### config.mk
export PLATFORM = sky130hd
export DESIGN_NAME = shared_pin_mux
export DESIGN_NICKNAME = d
export VERILOG_FILES = /design/src/rtl/pinmux_pkg.sv /design/src/rtl/pinmux_regs.sv /design/src/rtl/pinmux_sync.sv /design/src/rtl/pinmux_owner.sv /design/src/rtl/shared_pin_mux.sv
export SDC_FILE = /design/constraint.sdc
export NUM_CORES = 1
export LEC_CHECK = 0
export ABC_AREA = 0
export BUFFER_PORTS_ARGS = -buffer_cell sky130_fd_sc_hd__buf_2
export CORE_UTILIZATION = 48
export DETAILED_ROUTE_END_ITERATION = 8
export GPL_ROUTABILITY_DRIVEN = 1
export PLACE_DENSITY = 0.84
export SYNTH_ARGS = -nofsm -noshare
export SYNTH_HDL_FRONTEND = slang
export SYNTH_SLANG_ARGS = --single-unit
### constraint.sdc
create_clock -name clk -period 2 [get_ports clk]
set_input_delay 0 -clock clk [delete_from_list [all_inputs] [get_ports clk]]
set_output_delay 0 -clock clk [all_outputs]
set_load 0.02 [all_outputs]
### src/rtl/pinmux_pkg.sv
package pinmux_pkg;

    typedef enum logic [1:0] {
        OWN_PORT = 2'd0,
        OWN_PERB = 2'd1,
        OWN_PERA = 2'd2
    } owner_e;

    typedef enum logic [1:0] {
        REG_DIR   = 2'd0,
        REG_LAT   = 2'd1,
        REG_PORT  = 2'd2,
        REG_ANCFG = 2'd3
    } reg_sel_e;

endpackage

### src/rtl/pinmux_regs.sv
module pinmux_regs
    import pinmux_pkg::*;
#(
    parameter int PIN_W = 4
) (
    input  logic             clk,
    input  logic             rst_n,
    input  logic [1:0]       bus_addr,
    input  logic             bus_wr,
    input  logic [PIN_W-1:0] bus_wdata,
    output logic [PIN_W-1:0] dir_q,
    output logic [PIN_W-1:0] lat_q,
    output logic [PIN_W-1:0] an_q
);

    reg_sel_e sel;
    assign sel = reg_sel_e'(bus_addr);

    always_ff @(posedge clk or negedge rst_n) begin
        if (!rst_n) begin
            dir_q <= '1;
            lat_q <= '0;
            an_q  <= '0;
        end else if (bus_wr) begin
            unique case (sel)
                REG_DIR:   dir_q <= bus_wdata;
                REG_LAT:   lat_q <= bus_wdata;
                REG_PORT:  lat_q <= bus_wdata;
                REG_ANCFG: an_q  <= bus_wdata;
            endcase
        end
    end

    // a write to either latch alias lands in the latch
    assert_latch_alias_R6: assert property (@(posedge clk) disable iff (!rst_n)
        (bus_wr && (bus_addr == 2'd1 || bus_addr == 2'd2)) |=> (lat_q == $past(bus_wdata)));

endmodule

### src/rtl/pinmux_sync.sv
module pinmux_sync #(
    parameter int PIN_W  = 4,
    parameter int STAGES = 2
) (
    input  logic             clk,
    input  logic             rst_n,
    input  logic [PIN_W-1:0] d,
    output logic [PIN_W-1:0] q
);

    logic [PIN_W-1:0] stage_q [STAGES];

    always_ff @(posedge clk or negedge rst_n) begin
        if (!rst_n) begin
            for (int s = 0; s < STAGES; s++) stage_q[s] <= '0;
        end else begin
            stage_q[0] <= d;
            for (int s = 1; s < STAGES; s++) stage_q[s] <= stage_q[s-1];
        end
    end

    assign q = stage_q[STAGES-1];

    // Age counter arms the delay check once two edges have passed since reset
    logic [1:0] age_q;
    always_ff @(posedge clk or negedge rst_n) begin
        if (!rst_n)           age_q <= '0;
        else if (age_q != 2'd3) age_q <= age_q + 2'd1;
    end

    // output is the input from two edges earlier
    assert_sync_delay_R8: assert property (@(posedge clk) disable iff (!rst_n)
        (age_q >= 2'd2) |-> (q == $past(d, 2)));

endmodule

### src/rtl/pinmux_owner.sv
module pinmux_owner
    import pinmux_pkg::*;
#(
    parameter int PIN_W = 4
) (
    input  logic [PIN_W-1:0] pera_en,
    input  logic [PIN_W-1:0] pera_out,
    input  logic [PIN_W-1:0] pera_oe,
    input  logic [PIN_W-1:0] perb_en,
    input  logic [PIN_W-1:0] perb_out,
    input  logic [PIN_W-1:0] perb_oe,
    input  logic [PIN_W-1:0] dir_q,
    input  logic [PIN_W-1:0] lat_q,
    output logic [PIN_W-1:0] pad_out,
    output logic [PIN_W-1:0] pad_oe
);

    for (genvar i = 0; i < PIN_W; i++) begin : g_pin
        owner_e own;
        logic   out_b;
        logic   oe_b;

        // ownership state: fixed priority A over B over port
        always_comb begin
            if (pera_en[i])      own = OWN_PERA;
            else if (perb_en[i]) own = OWN_PERB;
            else                 own = OWN_PORT;
        end

        // data chain and enable chain driven by the owner
        always_comb begin
            unique case (own)
                OWN_PERA: begin out_b = pera_out[i]; oe_b = pera_oe[i]; end
                OWN_PERB: begin out_b = perb_out[i]; oe_b = perb_oe[i]; end
                default:  begin out_b = lat_q[i];    oe_b = ~dir_q[i];  end
            endcase
        end

        assign pad_out[i] = out_b;
        assign pad_oe[i]  = oe_b;
    end

endmodule

### src/rtl/shared_pin_mux.sv
module shared_pin_mux
    import pinmux_pkg::*;
#(
    parameter int PIN_W = 4
) (
    input  logic             clk,
    input  logic             rst_n,
    input  logic [1:0]       bus_addr,
    input  logic             bus_wr,
    input  logic [PIN_W-1:0] bus_wdata,
    output logic [PIN_W-1:0] bus_rdata,
    input  logic [PIN_W-1:0] pera_en,
    input  logic [PIN_W-1:0] pera_out,
    input  logic [PIN_W-1:0] pera_oe,
    output logic [PIN_W-1:0] pera_in,
    input  logic [PIN_W-1:0] perb_en,
    input  logic [PIN_W-1:0] perb_out,
    input  logic [PIN_W-1:0] perb_oe,
    output logic [PIN_W-1:0] perb_in,
    input  logic [PIN_W-1:0] pad_in,
    output logic [PIN_W-1:0] pad_out,
    output logic [PIN_W-1:0] pad_oe
);

    localparam int SYNC_STAGES = 2;

    logic [PIN_W-1:0] dir_q, lat_q, an_q;
    logic [PIN_W-1:0] pin_sync;
    logic [PIN_W-1:0] dig_in;
    reg_sel_e         rd_sel;

    pinmux_regs #(.PIN_W(PIN_W)) u_regs (
        .clk      (clk),
        .rst_n    (rst_n),
        .bus_addr (bus_addr),
        .bus_wr   (bus_wr),
        .bus_wdata(bus_wdata),
        .dir_q    (dir_q),
        .lat_q    (lat_q),
        .an_q     (an_q)
    );

    pinmux_sync #(.PIN_W(PIN_W), .STAGES(SYNC_STAGES)) u_sync (
        .clk  (clk),
        .rst_n(rst_n),
        .d    (pad_in),
        .q    (pin_sync)
    );

    pinmux_owner #(.PIN_W(PIN_W)) u_owner (
        .pera_en (pera_en),
        .pera_out(pera_out),
        .pera_oe (pera_oe),
        .perb_en (perb_en),
        .perb_out(perb_out),
        .perb_oe (perb_oe),
        .dir_q   (dir_q),
        .lat_q   (lat_q),
        .pad_out (pad_out),
        .pad_oe  (pad_oe)
    );

    // digital input gate: analog pins read as 0
    assign dig_in  = pad_in & an_q;
    assign pera_in = dig_in;
    assign perb_in = dig_in;

    assign rd_sel = reg_sel_e'(bus_addr);
    always_comb begin
        unique case (rd_sel)
            REG_DIR:   bus_rdata = dir_q;
            REG_LAT:   bus_rdata = lat_q;
            REG_PORT:  bus_rdata = pin_sync & an_q;
            REG_ANCFG: bus_rdata = an_q;
        endcase
    end

    // where both peripherals request, A's data and enable reach the pad
    assert_a_wins_R5: assert property (@(posedge clk) disable iff (!rst_n)
        (((pera_en & perb_en) & ((pad_out ^ pera_out) | (pad_oe ^ pera_oe))) == '0));

    // B drives pins it alone requests
    assert_b_drives_R4: assert property (@(posedge clk) disable iff (!rst_n)
        (((~pera_en & perb_en) & ((pad_out ^ perb_out) | (pad_oe ^ perb_oe))) == '0));

    // with no peripheral enabled, direction register gates the enable
    assert_port_oe_R2: assert property (@(posedge clk) disable iff (!rst_n)
        ((pera_en | perb_en) == '0) |-> (pad_oe == ~dir_q));

    // analog pins present 0 on peripheral inputs
    assert_analog_gate_R10: assert property (@(posedge clk) disable iff (!rst_n)
        (((pera_in | perb_in) & ~an_q) == '0));

    // a port write on a peripheral-owned pin does not move the pad
    assert_port_blocked_R11: assert property (@(posedge clk) disable iff (!rst_n)
        (bus_wr && bus_addr == 2'd2 && (pera_en == '1)) |=>
        ((pera_en != '1) || $changed(pera_out) || $changed(pera_oe) || $stable(pad_out)));

endmodule

==> impl_results.md <==
* Final ANT Viol Nets at 0
* Initial core utilization at a little over half
* Synthesized area at between 1000 and 1500 um^2
* Clock-pin slew on the worst setup and hold paths at about 0.10 ns
* YS warnings at 0
* Row cnt at 16
* Clk Tree Root Cell: clkbuf_4
* Fraction of layout instances using a drive strength above 1 at between 50% and 60%
* # nets final at 198
* Synth-to-Final Area Change at 31.5%
* Vias at between 900 and 1000
* Wire per inst at approximately 13 um
* Final min period at about 1.4 ns
* Syn avg cell area at between 10 and 15 um^2
* # diodes at 0
* Final worst slack at a little over 0.6 ns
* Initial antenna violation count at 0
* Synthesized Nets at around 140
* CTS Buffer Depth at 2
* Post-synth top area cell: dfrtp_1
* DP Worst Slack at 0.839 ns
* Final-report setup violation count at 0
* Worst EP arrival at 1.39 ns
* DPL Wire Length at ~1.8 mm
* Drt pass-1 iters at 4
* Period utilization at a little over two thirds
* # DRC at 0
* Flops & latches, synth at 20
* Number of global-route vias before repair at roughly 940
* Setup bufs post-CTS at 0
* # resized after CTS at 0
* Clock buffer count from CTS at 3
* Setup TNS Final at 0 ns
* Ports at 57
* First-pass GRT wire length at 3.73 mm
* Worst hold path type: in -> reg
* Vias per cell at roughly 5.0
* Final RePlAce weighted congestion at between 0.7 and 0.8
* Synth top area cells: dfrtp_1, mux2_2, dfstp_2
* Post-synth top area share at approximately 36%
* Crit path buffers/inverters at 1
* CTS Hold Bufs at 9
* Initial detailed-routing violation count at 9
* Setup crit end kind: output port
* Largest net degree at the start of global routing at 21
* RSZ-0062 raised after global routing: no
* Status: finished clean
* Final Max Slew Viols at 0
* Required @ worst endpoint at 2.00 ns
* Max Fanout on Critical Path at 1
* Die Height at ~50 um
* GRT Util Overall at ~21%
* CORE AREA at 2060 um^2
* Crit-path cells: a21o_1 -> a221oi_1 -> a21oi_1 -> buf_2
* Count of cell types in the netlist at 16
* Leak at approximately 0.00077 uW
* Measured slew at the worst slew-check pin at around 0.43 ns
* Maxcap violations at 0
* Crit start category: flip-flop
* Final Skew at ~0.0026 ns
* CTS tree: done
* Placed cells at 169
* Peak supply drop at between 0.6 and 0.7 mV
* Fin cells at ~180
* Cells after Synth at just under 100
* Crit path max-delay family: compound AO/OA/AOI/OAI gates
* Htree depth at 1
* Slowest CP cell: dfrtp_1
* Clock Latency Late Sink at ~0.3 ns
* Max frequency at 721 MHz
* WL final at ~2.3 mm
* Fillcell total at 182
* Grt ovf at 0
* Worst path max stage delay at roughly 0.4 ns
* Die width at 49.9 um
* Final hold vios at 0
* CP Class: reg -> out
* Clock Sinks at 20
* Rel. slew slack at approximately 71%
* DIE AREA at 2490 um^2
* IO Port Bufs at 56
* Power Dens Cells at between 700 and 800 nW/um^2
* Register area share after synthesis at approximately 46%
* Total power at 1050 uW
state kept, by name, indices dropped and copies added (netlist names):
name            count
u_regs.an_q         4
u_regs.dir_q        4
u_regs.lat_q        4
u_sync.q            4
u_sync.stage_q      4
path summary, 6_finish.rpt:
kind / from / to / slack [ns] / cells after the start
min in group asynchronous: rst_n / u_regs.an_q[3] / 0.15 / 2
max in group asynchronous: rst_n / u_regs.dir_q[1] / 1.52 / 2
worst max register to register: u_regs.lat_q[1] / u_regs.lat_q[1] / 1.22 / 1
worst min-delay path: bus_wr / u_regs.an_q[2] / 0.14 / 3
worst min register to register: u_sync.stage_q[5] / u_sync.q[1] / 0.36 / 0
worst max-delay path: u_sync.q[2] / bus_rdata[2] / 0.61 / 4
placed cells by master, fill, tap and decap left out, types with 4 or more instances in the layout:
master,instances
mux2i_1,4
mux2_2,16
a221oi_1,4
nand2_1,10
buf_2,56
ha_1,5
dfstp_2,4
dlygate4sd3_1,9
dfrtp_1,16
and2_1,4
o21ai_0,8
inv_1,6
a21oi_1,4
routing by layer:
layer  track usage, %  vias to the layer above  wire length (um)
met4             6.19                        0                10
li1                 -                      446                 -
met3             7.10                        3               124
met2             41.2                       35              1350
met1             19.2                      421               833
met5                0                        -                 0
cell families after synthesis:
logic type	count (synthesis)	share of synthesized area, %
AOI/OAI and AO/OA	20	11.5
buffers and inverters	19	10.6
muxes	20	20.0
DFF	20	46.0
and+or+nand+nor	15	6.26
adders and majority gates	5	5.69
stage by stage:
step | instance area [um^2] | utilization, % | hold slack, ns
2_1_floorplan | 1100 | - | -0.296
3_3_place_gp | 1320 | 64.0 | -0.0464
3_5_place_dp | 1320 | 64.0 | -0.0332
4_1_cts | 1450 | 70.1 | 0.127
5_1_grt | 1450 | 70.1 | 0.132
6_report | 1450 | 70.1 | 0.136
final cells by class:
cell class / count / area, um^2 / share of cell area [%]
Clock buffer: 4 / 36.3 / 2.51
Inverter: 6 / 22.5 / 1.56
Multi-Input combinational cell: 60 / 478 / 33.0
Sequential cell: 20 / 505 / 34.9
Tap cell: 27 / 33.8 / 2.34
Timing Repair Buffer: 65 / 370 / 25.6
cell usage after synthesis:
cell type,count
a21o_1,3
dfrtp_1,16
inv_1,6
buf_4,12
mux2_2,16
o21ai_0,8
a21o_2,1
nand2_2,1
a221oi_1,4
dfstp_2,4
ha_1,5
and2_1,4
mux2i_1,4
nand2_1,10
clkbuf_1,1
a21oi_1,4
power breakdown:
| group | leakage, uW | internal, uW | switching (uW) |
|---|---|---|---|
| sequential | 0.000230 | 471 | 36.5 |
| combinational | 0.000517 | 151 | 161 |
| clock | 0.0000210 | 111 | 118 |
Power figures use the tool's default switching activity.
